File: src/rtl/pdp_pkg.sv
package pdp_pkg;
  parameter int unsigned GRP_W   = 8;
  parameter int unsigned COMP_W  = 3;
  parameter int unsigned NUM_GRP = 2;
  localparam int unsigned PIN_W  = GRP_W * NUM_GRP;
  localparam int unsigned ACC_W  = GRP_W + COMP_W - 1;
  localparam int unsigned CNT_W  = $clog2(ACC_W + 1);

  typedef enum logic [1:0] {
    MODE_MONO4 = 2'd0,
    MODE_MONO8 = 2'd1,
    MODE_RGB8  = 2'd2,
    MODE_ALT8  = 2'd3
  } pin_mode_e;
endpackage

File: src/rtl/pdp_lane.sv
module pdp_lane
  import pdp_pkg::*;
(
  input  logic              clk,
  input  logic              rst_n,
  input  logic              en,
  input  logic [CNT_W-1:0]  grp_w,
  input  logic [CNT_W-1:0]  pix_w,
  input  logic              in_valid,
  input  logic [COMP_W-1:0] in_data,
  input  logic              in_last,
  output logic              in_ready,
  output logic              word_rdy,
  output logic [GRP_W-1:0]  word,
  input  logic              pop
);
  logic [ACC_W-1:0] acc_q, acc_d;
  logic [CNT_W-1:0] cnt_q, cnt_d;
  logic             flush_q, flush_d;
  logic [ACC_W-1:0] pix_ext;
  logic [GRP_W-1:0] grp_mask;
  logic             take, upd;

  always_comb begin
    word_rdy = (cnt_q >= grp_w) || (flush_q && (cnt_q != '0));
    in_ready = en && !word_rdy && !flush_q;
    take     = in_valid && in_ready;
    upd      = take || pop;
    pix_ext  = ACC_W'(in_data) & ((ACC_W'(1) << pix_w) - ACC_W'(1));
    grp_mask = GRP_W'((ACC_W'(1) << grp_w) - ACC_W'(1));
    word     = acc_q[GRP_W-1:0] & grp_mask;
  end

  always_comb begin
    acc_d   = acc_q;
    cnt_d   = cnt_q;
    flush_d = flush_q;
    if (pop) begin
      acc_d = acc_q >> grp_w;
      if (cnt_q > grp_w) begin
        cnt_d = cnt_q - grp_w;
      end else begin
        cnt_d   = '0;
        flush_d = 1'b0;
      end
    end else if (take) begin
      acc_d = acc_q | (pix_ext << cnt_q);
      cnt_d = cnt_q + pix_w;
      if (in_last) flush_d = 1'b1;
    end
  end

  always_ff @(posedge clk or negedge rst_n) begin
    if (!rst_n) begin
      acc_q   <= '0;
      cnt_q   <= '0;
      flush_q <= 1'b0;
    end else if (upd) begin
      acc_q   <= acc_d;
      cnt_q   <= cnt_d;
      flush_q <= flush_d;
    end
  end

  // carried bits never exceed one word plus a partial pixel
  assert_fill_bound_R4: assert property (@(posedge clk) disable iff (!rst_n)
    cnt_q <= grp_w + pix_w - CNT_W'(1));

  // the merger only takes a word this lane reports as complete
  assert_pop_full_R6: assert property (@(posedge clk) disable iff (!rst_n)
    pop |-> word_rdy);

  // a line end always leaves a word ready to go
  assert_line_close_R7: assert property (@(posedge clk) disable iff (!rst_n)
    (in_valid && in_ready && in_last) |=> word_rdy);
endmodule

File: src/rtl/pdp_merge.sv
module pdp_merge
  import pdp_pkg::*;
(
  input  logic             clk,
  input  logic             rst_n,
  input  logic             dual,
  input  logic [CNT_W-1:0] grp_w,
  input  logic             rdy_up,
  input  logic             rdy_lo,
  input  logic [GRP_W-1:0] word_up,
  input  logic [GRP_W-1:0] word_lo,
  output logic             pop_up,
  output logic             pop_lo,
  output logic [PIN_W-1:0] pin_data,
  output logic             pin_valid
);
  logic             emit;
  logic [PIN_W-1:0] frame;
  logic [PIN_W-1:0] data_q;
  logic             valid_q;

  always_comb begin
    emit   = rdy_up && (!dual || rdy_lo);
    pop_up = emit;
    pop_lo = emit && dual;
    frame  = PIN_W'(word_up);
    if (dual) frame = frame | (PIN_W'(word_lo) << grp_w);
  end

  always_ff @(posedge clk or negedge rst_n) begin
    if (!rst_n) valid_q <= 1'b0;
    else        valid_q <= emit;
  end

  always_ff @(posedge clk or negedge rst_n) begin
    if (!rst_n)    data_q <= '0;
    else if (emit) data_q <= frame;
  end

  assign pin_data  = data_q;
  assign pin_valid = valid_q;

  // an unfinished lower group in dual mode blocks the next word
  assert_dual_stall_R6: assert property (@(posedge clk) disable iff (!rst_n)
    (dual && !rdy_lo) |=> !pin_valid);
endmodule

File: src/rtl/pdp_packer.sv
module pdp_packer
  import pdp_pkg::*;
(
  input  logic              clk,
  input  logic              rst_n,
  input  logic [1:0]        cfg_mode,
  input  logic              cfg_dual,
  input  logic              up_valid,
  output logic              up_ready,
  input  logic [COMP_W-1:0] up_data,
  input  logic              up_last,
  input  logic              lo_valid,
  output logic              lo_ready,
  input  logic [COMP_W-1:0] lo_data,
  input  logic              lo_last,
  output logic [PIN_W-1:0]  pin_data,
  output logic              pin_valid
);
  pin_mode_e        mode;
  logic [CNT_W-1:0] grp_w, pix_w;
  logic             ln_en    [NUM_GRP];
  logic             ln_valid [NUM_GRP];
  logic [COMP_W-1:0] ln_data [NUM_GRP];
  logic             ln_last  [NUM_GRP];
  logic             ln_ready [NUM_GRP];
  logic             ln_wrdy  [NUM_GRP];
  logic [GRP_W-1:0] ln_word  [NUM_GRP];
  logic             ln_pop   [NUM_GRP];

  always_comb begin
    mode  = pin_mode_e'(cfg_mode);
    grp_w = (mode == MODE_MONO4) ? CNT_W'(GRP_W / 2) : CNT_W'(GRP_W);
    pix_w = (mode == MODE_RGB8)  ? CNT_W'(COMP_W)    : CNT_W'(1);
    ln_en[0] = 1'b1;       ln_en[1] = cfg_dual;
    ln_valid[0] = up_valid; ln_valid[1] = lo_valid;
    ln_data[0]  = up_data;  ln_data[1]  = lo_data;
    ln_last[0]  = up_last;  ln_last[1]  = lo_last;
  end

  for (genvar g = 0; g < NUM_GRP; g++) begin : g_lane
    pdp_lane u_lane (
      .clk      (clk),
      .rst_n    (rst_n),
      .en       (ln_en[g]),
      .grp_w    (grp_w),
      .pix_w    (pix_w),
      .in_valid (ln_valid[g]),
      .in_data  (ln_data[g]),
      .in_last  (ln_last[g]),
      .in_ready (ln_ready[g]),
      .word_rdy (ln_wrdy[g]),
      .word     (ln_word[g]),
      .pop      (ln_pop[g])
    );
  end

  pdp_merge u_merge (
    .clk       (clk),
    .rst_n     (rst_n),
    .dual      (cfg_dual),
    .grp_w     (grp_w),
    .rdy_up    (ln_wrdy[0]),
    .rdy_lo    (ln_wrdy[1]),
    .word_up   (ln_word[0]),
    .word_lo   (ln_word[1]),
    .pop_up    (ln_pop[0]),
    .pop_lo    (ln_pop[1]),
    .pin_data  (pin_data),
    .pin_valid (pin_valid)
  );

  assign up_ready = ln_ready[0];
  assign lo_ready = ln_ready[1];

  // the lower stream is never accepted in single-panel mode
  assert_lower_idle_R8: assert property (@(posedge clk) disable iff (!rst_n)
    !cfg_dual |-> !lo_ready);

  // 4-pin single-panel words leave the upper pins clear
  assert_mono4_clear_R2: assert property (@(posedge clk) disable iff (!rst_n)
    (pin_valid && (cfg_mode == 2'd0) && !cfg_dual) |-> (pin_data[PIN_W-1:GRP_W/2] == '0));
endmodule

File: config.mk
export PLATFORM = sky130hd
export DESIGN_NAME = pdp_packer
export DESIGN_NICKNAME = d
export VERILOG_FILES = /design/src/rtl/pdp_pkg.sv /design/src/rtl/pdp_lane.sv /design/src/rtl/pdp_merge.sv /design/src/rtl/pdp_packer.sv
export SDC_FILE = /design/constraint.sdc
export NUM_CORES = 1
export LEC_CHECK = 0
export ABC_AREA = 1
export BUFFER_PORTS_ARGS = -buffer_cell sky130_fd_sc_hd__buf_2
export CORE_ASPECT_RATIO = 0.8
export CORE_MARGIN = 2
export CORE_UTILIZATION = 30
export CTS_CLUSTER_DIAMETER = 120
export DETAILED_ROUTE_END_ITERATION = 8
export SLEW_MARGIN = 10
export SYNTH_ARGS = -nofsm -noshare
export SYNTH_HDL_FRONTEND = slang
export SYNTH_HIERARCHICAL = 1
export SYNTH_SLANG_ARGS = --single-unit
File: constraint.sdc
create_clock -name clk -period 7.5 [get_ports clk]
set_clock_uncertainty 0.15 [all_clocks]
set_input_delay 1.125 -clock clk [delete_from_list [all_inputs] [get_ports clk]]
set_output_delay 1.125 -clock clk [all_outputs]
set_load 0.01 [all_outputs]
==> metrics.csv <==
metric;value;unit
status;finished clean;
coreArea;14400;um^2
critical_path_class;input pin to flop;
critPathMaxFanout;19;
n_antenna_cell;0;
root_buffer;clkbuf_16;
syn_avg_cell_area;6.71;um^2
hp-class;flop to flop;
post_cts_buffers;0;
cp.required;7.59;ns
yosys_warnings;6;
slew_violations;0;
r2r_start;g_lane[1].u_lane/cnt_q[2];
cts.sinks;47;
ys_types;48;
die_w;141;um
clkTransAtPathRegs;0.07;ns
finalPower;1820;uW
cp_slowest_cell;nand2_1;
grtUsageTotal;0.158;
fmax;0.221;GHz
ir_drop;0.118;mV
p_per_area;359;nW/um^2
drtIter0Drc;422;
clk_latency;0.30;ns
finalSetupViolations;0;
rsz0062_at_grt;no;
h-tree-depth;2;
cts_resized;0;
drive_gt1_frac;0.168;
crit_path_start_kind;input pin;
cts_hold_buf;0;
yosysSeqAreaShare;0.262;
first_pass_iters;5;
io_buffers;33;
synthCells;670;
syn_area;4490;um^2
die_area;16000;um^2
routed_wl;12.2;mm
finalWorstSetupSlack;2.97;ns
cp.buffers_inverters;6;
max_stage_delay;0.60;ns
start_util;0.311;
grt_pass1_vias;4113;
fin_area;5070;um^2
dp_hpwl;9.69;mm
post-route-period-util;0.604;
drtAntennaViolNets;0;
grt_max_degree;48;
final_common_cell;nand2_1;
drc_errors;0;
grt_pass1_wl;20.5;mm
tns;0;ns
crit_family;simple AND/OR/NAND/NOR gates;
startpoint;cfg_mode[0];
hp-start;u_merge/pin_data[8];
grt-ovfl-total;0;
viasPerCell;4.94;
cts_buffer_depth;2;
max_cap_viol_count;0;
tritoncts;yes;
io_pins;34;
die_h;113;um
via_count;4486;
antenna_found_initial;0;
finalHoldViolations;0;
end_kind;flop;
std_cell_rows;39;
post_drt_wl_per_cell;13.5;um
path_cells;buf_2, inv_1, nand2_1, inv_1, ha_1, nand2_1, nand2_1, nor2_2, nand3_1, o21ai_4, inv_2, inv_1, nand3_2, inv_1, nand4_1, nand2_1;
slew_headroom;0.442;
layout_min_cycle_time;4.53;ns
syn_to_final_growth;12.7;%
yosys-top-cells-area;dfrtp_1 (26%), nand2_1 (15%), nand3_1 (5.5%);
cts_inserted_buffers;5;
place_ws;2.65;ns
synth_top_area_frac;0.262;
nFillCells;1593;
ys_ff_latch;47;
place_congestion;0.902;
finalHoldWorstSlack;0.336;ns
dpl_cell_area;4890;um^2
p_leak;0.00249;uW
synth_top_area_cell;dfrtp_1;
max_slew.worst_pin.slew;0.835;ns
worstPathArrival;4.62;ns
most-common-layout-cells;nand2_1 (180), inv_1 (64), nor2_1 (61), nand3_1 (49), dfrtp_1 (47);
final_nets;761;
==> cells in the mapped netlist (all sizes together) <==
cell type and instances:
o21ai 60, nor4 2, a211oi 3, xnor2 4, conb 2, o21bai 1, a31oi 2, clkinv 2
a21oi 41, nand4 11, o22ai 7, nand3b 2, nor2 81, o31ai 2, nor3 3, a22oi 9
a32o 1, xor2 4, a21o 2, dfrtp 47, mux2i 2, o211ai 6, nand2 198, buf 16
nand3 56, ha 18, o221ai 1, inv 80, a221oi 1, and2 2, fa 4
==> layer usage <==
| layer | up-vias | wire, um | track usage |
|---|---|---|---|
| met1 | 2059 | 6300 | 0.238 |
| li1 | 2302 | - | - |
| met4 | 0 | 68 | 0.0240 |
| met5 | - | 0 | 0 |
| met2 | 118 | 5240 | 0.241 |
| met3 | 7 | 644 | 0.0290 |
==> area by class of cell <==
type | instances | area [um^2] | area share
inverter | 82 | 319 | 0.0630
multi-input combinational | 553 | 2980 | 0.589
clock inverter | 2 | 38.8 | 0.00766
tap | 184 | 230 | 0.0454
sequential | 47 | 1180 | 0.232
clock buffer | 6 | 139 | 0.0274
timing repair buffer | 35 | 180 | 0.0356
==> state kept, by name (all words and copies together), names as in the netlist <==
| name | count |
|---|---|
| g_lane.u_lane/cnt_q | 8 |
| g_lane.u_lane/flush_q | 2 |
| u_merge/pin_valid | 1 |
| g_lane.u_lane/acc_q | 20 |
| u_merge/pin_data | 16 |
==> power breakdown <==
part	leakage (uW)	switching, uW	total, uW	internal (uW)
logic	0.00180	708	1080	373
clock network	0.0000875	103	271	168
registers	0.000606	101	469	368
total	0.00249	912	1820	908
==> worst min-delay path: cells and delay by family, from the launching register on <==
family / cells / cell delay, ns
flops: 1 / 0.34
simple gates: 2 / 0.11
==> cell families after synthesis <==
kind of cell | count (synthesis) | synth area share
XOR/XNOR | 8 | 0.0156
other | 2 | 0.00167
AO/OA/AOI/OAI | 136 | 0.186
AND/OR/NAND/NOR | 355 | 0.364
multiplexers | 2 | 0.00445
flip-flops | 47 | 0.262
buffers and inverters | 98 | 0.0986
adder cells (fa/ha/maj) | 22 | 0.0679
==> per-stage QoR <==
step                 util  cells
finish              0.351    909
global placement    0.338    901
floorplan               -    698
detailed placement  0.338    901
CTS                 0.351    909
global route        0.351    909
==> worst paths after layout <==
kind                                             endpoint  slack, ns  cells after the start
worst max-delay path            g_lane[0].u_lane/acc_q[2]       2.97                     16
worst min-delay path                  u_merge/pin_data[8]       0.34                      2
worst max register to register  g_lane[0].u_lane/acc_q[2]       4.18                     11
worst min register to register        u_merge/pin_data[8]       0.34                      2
max in group asynchronous       g_lane[1].u_lane/acc_q[1]       6.00                      2
min in group asynchronous       g_lane[0].u_lane/cnt_q[2]       0.78                      2
(Power assumes the default switching activity.)
